--- config.mk ---
export PLATFORM = sky130hd
export DESIGN_NAME = flash_busy_status
export DESIGN_NICKNAME = d
export VERILOG_FILES = /design/src/rtl/flash_stat_pkg.sv /design/src/rtl/fbs_cmd_seq.sv /design/src/rtl/fbs_op_ctrl.sv /design/src/rtl/fbs_status_gen.sv /design/src/rtl/flash_busy_status.sv
export SDC_FILE = /design/constraint.sdc
export NUM_CORES = 1
export LEC_CHECK = 0
export BUFFER_PORTS_ARGS = -buffer_cell sky130_fd_sc_hd__buf_4
export CAP_MARGIN = 15
export CORE_MARGIN = 8
export CORE_UTILIZATION = 40
export CTS_CLUSTER_DIAMETER = 50
export DETAILED_ROUTE_END_ITERATION = 16
export PLACE_DENSITY = 0.7
export SYNTH_ARGS = -nofsm -noshare
export SYNTH_HDL_FRONTEND = slang
export SYNTH_SLANG_ARGS = --single-unit
--- constraint.sdc ---
create_clock -name clk_i -period 6.1 [get_ports clk_i]
set_input_delay 1.22 -clock clk_i [delete_from_list [all_inputs] [get_ports clk_i]]
set_output_delay 1.22 -clock clk_i [all_outputs]
set_load 0.03 [all_outputs]
--- src/rtl/flash_stat_pkg.sv ---
package flash_stat_pkg;
  typedef enum logic [2:0] {
    ST_READ,
    ST_PGM,
    ST_ERS,
    ST_SUSP,
    ST_SPGM
  } op_state_e;

  localparam logic [7:0] CMD_UNLK1  = 8'hAA;
  localparam logic [7:0] CMD_UNLK2  = 8'h55;
  localparam logic [7:0] CMD_PGM    = 8'hA0;
  localparam logic [7:0] CMD_ESETUP = 8'h80;
  localparam logic [7:0] CMD_EGO    = 8'h30;
  localparam logic [7:0] CMD_SUSP   = 8'hB0;
  localparam logic [7:0] CMD_RESUME = 8'h30;

  localparam int BIT_POLL = 7;
  localparam int BIT_TGL  = 6;
  localparam int BIT_SECT = 2;
endpackage

--- src/rtl/fbs_cmd_seq.sv ---
module fbs_cmd_seq
  import flash_stat_pkg::*;
#(
  parameter int ADDR_W = 12,
  parameter logic [ADDR_W-1:0] UNLK_A = ADDR_W'('h555),
  parameter logic [ADDR_W-1:0] UNLK_B = ADDR_W'('h2AA)
) (
  input  logic              clk_i,
  input  logic              rst_ni,
  input  logic              clr_i,
  input  logic              we_i,
  input  logic              open_i,
  input  logic              ers_ok_i,
  input  logic [ADDR_W-1:0] addr_i,
  input  logic [7:0]        data_i,
  output logic              pgm_req_o,
  output logic              ers_req_o,
  output logic              seq_idle_o
);
  logic [2:0] seq_q, seq_d;
  logic at_a, at_b;

  assign at_a = (addr_i == UNLK_A);
  assign at_b = (addr_i == UNLK_B);
  assign seq_idle_o = (seq_q == 3'd0);

  always_comb begin
    seq_d     = seq_q;
    pgm_req_o = 1'b0;
    ers_req_o = 1'b0;
    if (we_i && open_i) begin
      seq_d = 3'd0;  // any mismatch restarts
      case (seq_q)
        3'd0: if (at_a && data_i == CMD_UNLK1) seq_d = 3'd1;
        3'd1: if (at_b && data_i == CMD_UNLK2) seq_d = 3'd2;
        3'd2: begin
          if (at_a && data_i == CMD_PGM) seq_d = 3'd3;
          else if (at_a && data_i == CMD_ESETUP && ers_ok_i) seq_d = 3'd4;
        end
        3'd3: pgm_req_o = 1'b1;
        3'd4: if (at_a && data_i == CMD_UNLK1) seq_d = 3'd5;
        3'd5: if (at_b && data_i == CMD_UNLK2) seq_d = 3'd6;
        3'd6: if (data_i == CMD_EGO) ers_req_o = 1'b1;
        default: seq_d = 3'd0;
      endcase
    end
  end

  always_ff @(posedge clk_i or negedge rst_ni) begin
    if (!rst_ni)    seq_q <= 3'd0;
    else if (clr_i) seq_q <= 3'd0;
    else            seq_q <= seq_d;
  end
endmodule

--- src/rtl/fbs_op_ctrl.sv ---
module fbs_op_ctrl
  import flash_stat_pkg::*;
#(
  parameter int ADDR_W  = 12,
  parameter int SECT_W  = 3,
  parameter int PGM_CYC = 16,
  parameter int ERS_CYC = 64
) (
  input  logic              clk_i,
  input  logic              rst_ni,
  input  logic              clr_i,
  input  logic              we_i,
  input  logic [ADDR_W-1:0] addr_i,
  input  logic [7:0]        data_i,
  input  logic              pgm_req_i,
  input  logic              ers_req_i,
  input  logic              seq_idle_i,
  output op_state_e         state_o,
  output logic              commit_pgm_o,
  output logic              commit_ers_o,
  output logic [ADDR_W-1:0] paddr_o,
  output logic [7:0]        pdata_o,
  output logic [SECT_W-1:0] sect_o
);
  localparam int PW = $clog2(PGM_CYC + 1);
  localparam int EW = $clog2(ERS_CYC + 1);
  localparam logic [PW-1:0] P_LAST = PW'(PGM_CYC - 1);
  localparam logic [EW-1:0] E_LAST = EW'(ERS_CYC - 1);

  op_state_e         state_q;
  logic [PW-1:0]     pcnt_q;
  logic [EW-1:0]     ecnt_q;
  logic [ADDR_W-1:0] paddr_q;
  logic [7:0]        pdata_q;
  logic [SECT_W-1:0] sect_q;
  logic              cp_q, ce_q;

  always_ff @(posedge clk_i or negedge rst_ni) begin
    if (!rst_ni) begin
      state_q <= ST_READ;
      pcnt_q  <= '0;
      ecnt_q  <= '0;
      paddr_q <= '0;
      pdata_q <= '0;
      sect_q  <= '0;
      cp_q    <= 1'b0;
      ce_q    <= 1'b0;
    end else begin
      cp_q <= 1'b0;
      ce_q <= 1'b0;
      if (clr_i) begin
        state_q <= ST_READ;
      end else begin
        case (state_q)
          ST_READ: begin
            if (pgm_req_i) begin
              state_q <= ST_PGM;
              pcnt_q  <= '0;
              paddr_q <= addr_i;
              pdata_q <= data_i;
            end else if (ers_req_i) begin
              state_q <= ST_ERS;
              ecnt_q  <= '0;
              sect_q  <= addr_i[ADDR_W-1 -: SECT_W];
            end
          end
          ST_PGM, ST_SPGM: begin
            if (pcnt_q == P_LAST) begin
              state_q <= (state_q == ST_PGM) ? ST_READ : ST_SUSP;
              cp_q    <= 1'b1;
            end else begin
              pcnt_q <= pcnt_q + PW'(1);
            end
          end
          ST_ERS: begin
            // completion wins over a same-cycle suspend
            if (ecnt_q == E_LAST) begin
              state_q <= ST_READ;
              ce_q    <= 1'b1;
            end else if (we_i && data_i == CMD_SUSP) begin
              state_q <= ST_SUSP;
            end else begin
              ecnt_q <= ecnt_q + EW'(1);
            end
          end
          ST_SUSP: begin
            if (pgm_req_i) begin
              state_q <= ST_SPGM;
              pcnt_q  <= '0;
              paddr_q <= addr_i;
              pdata_q <= data_i;
            end else if (we_i && seq_idle_i && data_i == CMD_RESUME) begin
              state_q <= ST_ERS;
            end
          end
          default: state_q <= ST_READ;
        endcase
      end
    end
  end

  assign state_o      = state_q;
  assign commit_pgm_o = cp_q;
  assign commit_ers_o = ce_q;
  assign paddr_o      = paddr_q;
  assign pdata_o      = pdata_q;
  assign sect_o       = sect_q;
endmodule

--- src/rtl/fbs_status_gen.sv ---
module fbs_status_gen
  import flash_stat_pkg::*;
#(
  parameter int SECT_W = 3
) (
  input  logic              clk_i,
  input  logic              rst_ni,
  input  logic              clr_i,
  input  logic              re_i,
  input  logic [SECT_W-1:0] rd_sect_i,
  input  logic [7:0]        arr_data_i,
  input  op_state_e         state_i,
  input  logic [SECT_W-1:0] ers_sect_i,
  input  logic              pbit7_i,
  input  logic              start_i,
  input  logic              ers_start_i,
  output logic [7:0]        rd_data_o
);
  logic       t6_q, t2_q, hit;
  logic [7:0] val, rd_q;

  assign hit = (rd_sect_i == ers_sect_i);

  always_comb begin
    val = '0;
    case (state_i)
      ST_PGM, ST_SPGM: begin
        val[BIT_POLL] = ~pbit7_i;
        val[BIT_TGL]  = t6_q;
        val[BIT_SECT] = 1'b1;
      end
      ST_ERS: begin
        val[BIT_TGL]  = t6_q;
        val[BIT_SECT] = hit ? t2_q : 1'b1;
      end
      ST_SUSP: begin
        if (hit) begin
          val[BIT_POLL] = 1'b1;
          val[BIT_TGL]  = 1'b1;
          val[BIT_SECT] = t2_q;
        end else begin
          val = arr_data_i;
          val[BIT_SECT] = 1'b1;
        end
      end
      default: val = arr_data_i;
    endcase
  end

  always_ff @(posedge clk_i or negedge rst_ni) begin
    if (!rst_ni) begin
      rd_q <= '0;
      t6_q <= 1'b0;
      t2_q <= 1'b0;
    end else if (clr_i) begin
      t6_q <= 1'b0;
      t2_q <= 1'b0;
    end else begin
      if (re_i) begin
        rd_q <= val;
        if (state_i inside {ST_PGM, ST_SPGM, ST_ERS}) t6_q <= ~t6_q;
        if ((state_i inside {ST_ERS, ST_SUSP}) && hit) t2_q <= ~t2_q;
      end
      if (start_i)     t6_q <= 1'b0;
      if (ers_start_i) t2_q <= 1'b0;
    end
  end

  assign rd_data_o = rd_q;
endmodule

--- src/rtl/flash_busy_status.sv ---
module flash_busy_status
  import flash_stat_pkg::*;
#(
  parameter int ADDR_W  = 12,
  parameter int SECT_W  = 3,
  parameter int PGM_CYC = 16,
  parameter int ERS_CYC = 64,
  parameter logic [ADDR_W-1:0] UNLK_A = ADDR_W'('h555),
  parameter logic [ADDR_W-1:0] UNLK_B = ADDR_W'('h2AA)
) (
  input  logic              clk_i,
  input  logic              rst_ni,
  input  logic              dev_rst_i,
  input  logic              we_i,
  input  logic              re_i,
  input  logic [ADDR_W-1:0] addr_i,
  input  logic [7:0]        data_i,
  input  logic [7:0]        arr_data_i,
  output logic              busy_od_o,
  output logic [7:0]        rd_data_o,
  output logic              commit_pgm_o,
  output logic              commit_ers_o,
  output logic [ADDR_W-1:0] commit_addr_o,
  output logic [7:0]        commit_data_o,
  output logic [SECT_W-1:0] commit_sect_o
);
  op_state_e         state;
  logic              pgm_req, ers_req, seq_idle, open, ers_ok;
  logic [SECT_W-1:0] sect;

  assign open   = (state == ST_READ) || (state == ST_SUSP);
  assign ers_ok = (state == ST_READ);

  fbs_cmd_seq #(.ADDR_W(ADDR_W), .UNLK_A(UNLK_A), .UNLK_B(UNLK_B)) u_seq (
    .clk_i      (clk_i),
    .rst_ni     (rst_ni),
    .clr_i      (dev_rst_i),
    .we_i       (we_i),
    .open_i     (open),
    .ers_ok_i   (ers_ok),
    .addr_i     (addr_i),
    .data_i     (data_i),
    .pgm_req_o  (pgm_req),
    .ers_req_o  (ers_req),
    .seq_idle_o (seq_idle)
  );

  fbs_op_ctrl #(.ADDR_W(ADDR_W), .SECT_W(SECT_W), .PGM_CYC(PGM_CYC), .ERS_CYC(ERS_CYC)) u_ctrl (
    .clk_i        (clk_i),
    .rst_ni       (rst_ni),
    .clr_i        (dev_rst_i),
    .we_i         (we_i),
    .addr_i       (addr_i),
    .data_i       (data_i),
    .pgm_req_i    (pgm_req),
    .ers_req_i    (ers_req),
    .seq_idle_i   (seq_idle),
    .state_o      (state),
    .commit_pgm_o (commit_pgm_o),
    .commit_ers_o (commit_ers_o),
    .paddr_o      (commit_addr_o),
    .pdata_o      (commit_data_o),
    .sect_o       (sect)
  );

  fbs_status_gen #(.SECT_W(SECT_W)) u_stat (
    .clk_i       (clk_i),
    .rst_ni      (rst_ni),
    .clr_i       (dev_rst_i),
    .re_i        (re_i),
    .rd_sect_i   (addr_i[ADDR_W-1 -: SECT_W]),
    .arr_data_i  (arr_data_i),
    .state_i     (state),
    .ers_sect_i  (sect),
    .pbit7_i     (commit_data_o[7]),
    .start_i     (pgm_req | ers_req),
    .ers_start_i (ers_req),
    .rd_data_o   (rd_data_o)
  );

  assign commit_sect_o = sect;
  assign busy_od_o = dev_rst_i || (state == ST_PGM) || (state == ST_ERS) || (state == ST_SPGM);
endmodule

==> summary.txt <==
Startpoint Class = register
DR DRC count = 0
Cells after synthesis = 269
Synth top cells by count = dfrtp_1 (53), nand2_1 (19), nand3_1 (16), mux2_2 (15), a21oi_1 (14)
Count leader, synth = dfrtp_1
Slew Limit Fails = 0
Final net count = 366
Synth area leaders = dfrtp_1 (47%), mux2_2 (5.9%), mux2_1 (3.2%)
Die area = 0.01006 mm²
Critical Path Fanout Max = 13
First-pass GRT wire length = 11,490 µm
Wire per inst = 16.28 µm
Outcome = completed
Vias = 2,340
Antenna violations before repair = 0
Crit path DAT = 1.83 ns
Antenna diodes = 0
CTS tree = built
Share of cells above drive strength 1 = 30.51%
Leak Pwr = 1.666 nW
Pin slew with the least headroom to its limit = 0.6689 ns
Vias per cell = 5.480
Crit share post-route = 50.07%
Core area = 0.006832 mm²
Non-filler instance count after layout = 427
Most common flop cell mapped by yosys = dfrtp_1
Initial Util = 41.59%
Largest net degree at the start of global routing = 54
Peak VDD IR = 0.09520 mV
Resized cells post-CTS = 0
RSZ-0062 raised after global routing = no
Power per Cell Area = 190.5 mW/mm²
Syn nets = 305
Maxcap violations = 0
Min-delay worst type = register to register
Seq pwr share = 56.1%
Ports = 67
Fmax = 327.4 MHz
Setup TNS = 0 ns
Synth warn = 0
Synth top area share = 46.68%
ANT nets after route = 0
RePlAce Congestion = 0.8877
Leading area contributor after synthesis = dfrtp_1
Grt ovf = 0
Share of the yosys chip area belonging to registers = 46.68%
Die height = 100.3 µm
Post-place setup slack = 3.154 ns
Die W = 100.3 µm
Clock sink count = 53
Post-layout min period = 3.054 ns
Clock Skews = 0.009330 ns
Root buf cell = clkbuf_8
Slew HR = 55.41%
Total iterations of the first detailed-routing run = 4
Sw Pwr = 0.1788 mW
Num CTS Buffers = 5
Cell Area, Synth = 0.002841 mm²
Port Buffers = 66
Fin worst setup slack = 3.046 ns
EDFF count, synth = 0
Crit. End Element = output port
Number of global-route vias before repair = 2,397
Switching Share = 26.92%
Combinational cell fraction of total power = 13.7%
CTS Hold Bufs = 0
GRT Util Overall = 14.07%
Skew-Pair Late Insertion Delay = 0.31 ns
Synthesis-to-finish area growth = 22.72%
Netlist cell types = 63
Clock transition at the registers of the reported paths = 0.10 ns
Setup CP Type = register to output port
Post-CTS setup buffers = 0
Std cell rows = 30
Final hold viol count = 0
Internal power = 0.4854 mW
Maximum buffer depth of the clock tree = 2
Req. time, crit path = 4.88 ns
Ys async rst share = 100.0%
Synth Area per Inst = 10.56 µm²
Clock H-tree levels = 2
Detailed Route Iter0 Violations = 112
Clock share of power = 30.2%
Setup-failing EPs final = 0
WL final = 6953 µm
Synth Register Bits = 53
Placed cell count = 419
DP HPWL = 5170 µm
-- layout make-up --
| type | count | area [µm²] |
|---|---|---|
| multi-input cells | 195 | 1421 |
| clock buffers | 6 | 72.57 |
| clock inverters | 2 | 13.76 |
| fillers | 642 | 3344 |
| inverters | 8 | 30.03 |
| well taps | 96 | 120.1 |
| repair buffers | 67 | 503.0 |
| flip-flops and latches | 53 | 1326 |
-- path summary, 6_finish.rpt --
kind | start | slack (ns) | cells past startpoint | end
min | u_stat.rd_data_o[7]$_DFFE_PN0P_ | 0.49 | 2 | u_stat.rd_data_o[7]$_DFFE_PN0P_
max in group asynchronous | rst_ni | 4.71 | 1 | u_ctrl.ecnt_q[5]$_DFFE_PN0P_
max | u_ctrl.state_o[0]$_DFFE_PN0P_ | 3.05 | 5 | busy_od_o
min in group asynchronous | rst_ni | 0.93 | 1 | u_ctrl.paddr_o[4]$_DFFE_PN0P_
max reg2reg | u_ctrl.pcnt_q[0]$_DFFE_PN0P_ | 3.75 | 7 | u_ctrl.pcnt_q[3]$_DFFE_PN0P_
min reg2reg | u_stat.rd_data_o[7]$_DFFE_PN0P_ | 0.49 | 2 | u_stat.rd_data_o[7]$_DFFE_PN0P_
-- flip-flops by register name (all words and copies together), names as in the netlist --
name and flops:
u_seq.seq_q 3, u_stat.t6_q 1, u_ctrl.paddr_o 12, u_ctrl.state_o 3, u_ctrl.ecnt_q 7, u_stat.rd_data_o 8
u_ctrl.pcnt_q 5, u_ctrl.commit_pgm_o 1, u_ctrl.commit_ers_o 1, u_stat.t2_q 1, u_ctrl.pdata_o 8, u_ctrl.sect_o 3
-- stage by stage --
stage               cell area, µm²  hold slack, ns  total power, mW  utilization (%)
floorplan                     2841          0.4718           0.4226                -
global placement              3401          0.4646           0.4694            49.78
detailed placement            3401          0.4714           0.4720            49.78
CTS                           3487          0.4951           0.6743            51.04
global route                  3487          0.5220           0.6967            51.04
finish                        3487          0.4901           0.6642            51.04
-- worst max-delay path, cell delays in order, from the launching register on --
cell and delay, ns:
dfrtp_1 0.64, xor2_2 0.30, nand2b_1 0.24, nand2_1 0.10, nand2b_1 0.10, buf_4 0.15
-- power groups by stage --
stage / sequential, mW / combinational (mW) / clock (mW)
after floorplan: 0.393 / 0.0301 / 0
after global placement: 0.379 / 0.0902 / 0
after detailed placement: 0.380 / 0.0922 / 0
after CTS: 0.373 / 0.0924 / 0.209
after global routing: 0.375 / 0.0993 / 0.222
final: 0.373 / 0.0909 / 0.200
-- routing by layer --
layer  global-route usage (%)  routed length (µm)  vias up  part of all wire (%)
met5                        0                   0        -                     0
met1                    17.43                3066     1144                    44
met2                    21.95                3209       73                    46
li1                         -                   -     1116                     -
met3                    5.882                 614        7                   8.8
met4                    3.605                  62        0                  0.89
-- cell usage in the layout (no fill, tap or decap), types with 2 or more instances in the layout --
master	count
inv_1	7
or2_2	2
xor2_1	5
ha_1	3
nor3_1	13
nor4bb_1	3
nand3b_1	2
or3_4	2
o21bai_1	2
nor4_1	2
nor4b_1	4
or4b_1	2
nand2b_1	4
mux2i_1	5
nand3_1	16
clkbuf_8	5
o211ai_1	3
nor2_1	13
dfrtp_1	53
nand2_1	19
buf_4	67
or4_1	2
nand4_1	6
a21oi_1	14
a31oi_1	2
o22ai_1	2
mux2_1	8
mux2_2	15
o21ai_0	9
o2bb2ai_1	3
a22o_1	5
-- cells by family (layout without fill, tap and decap cells) --
family | count (synthesis) | in the layout | share of synthesized area [%]
AND/OR/NAND/NOR | 106 | 106 | 23.38
flip-flops | 53 | 53 | 46.68
AO/OA/AOI/OAI | 51 | 51 | 12.02
multiplexers | 28 | 28 | 10.88
buffers and inverters | 21 | 83 | 3.302
XOR/XNOR | 7 | 7 | 2.422
adder cells (fa/ha/maj) | 3 | 3 | 1.321
(Power assumes the default switching activity.)
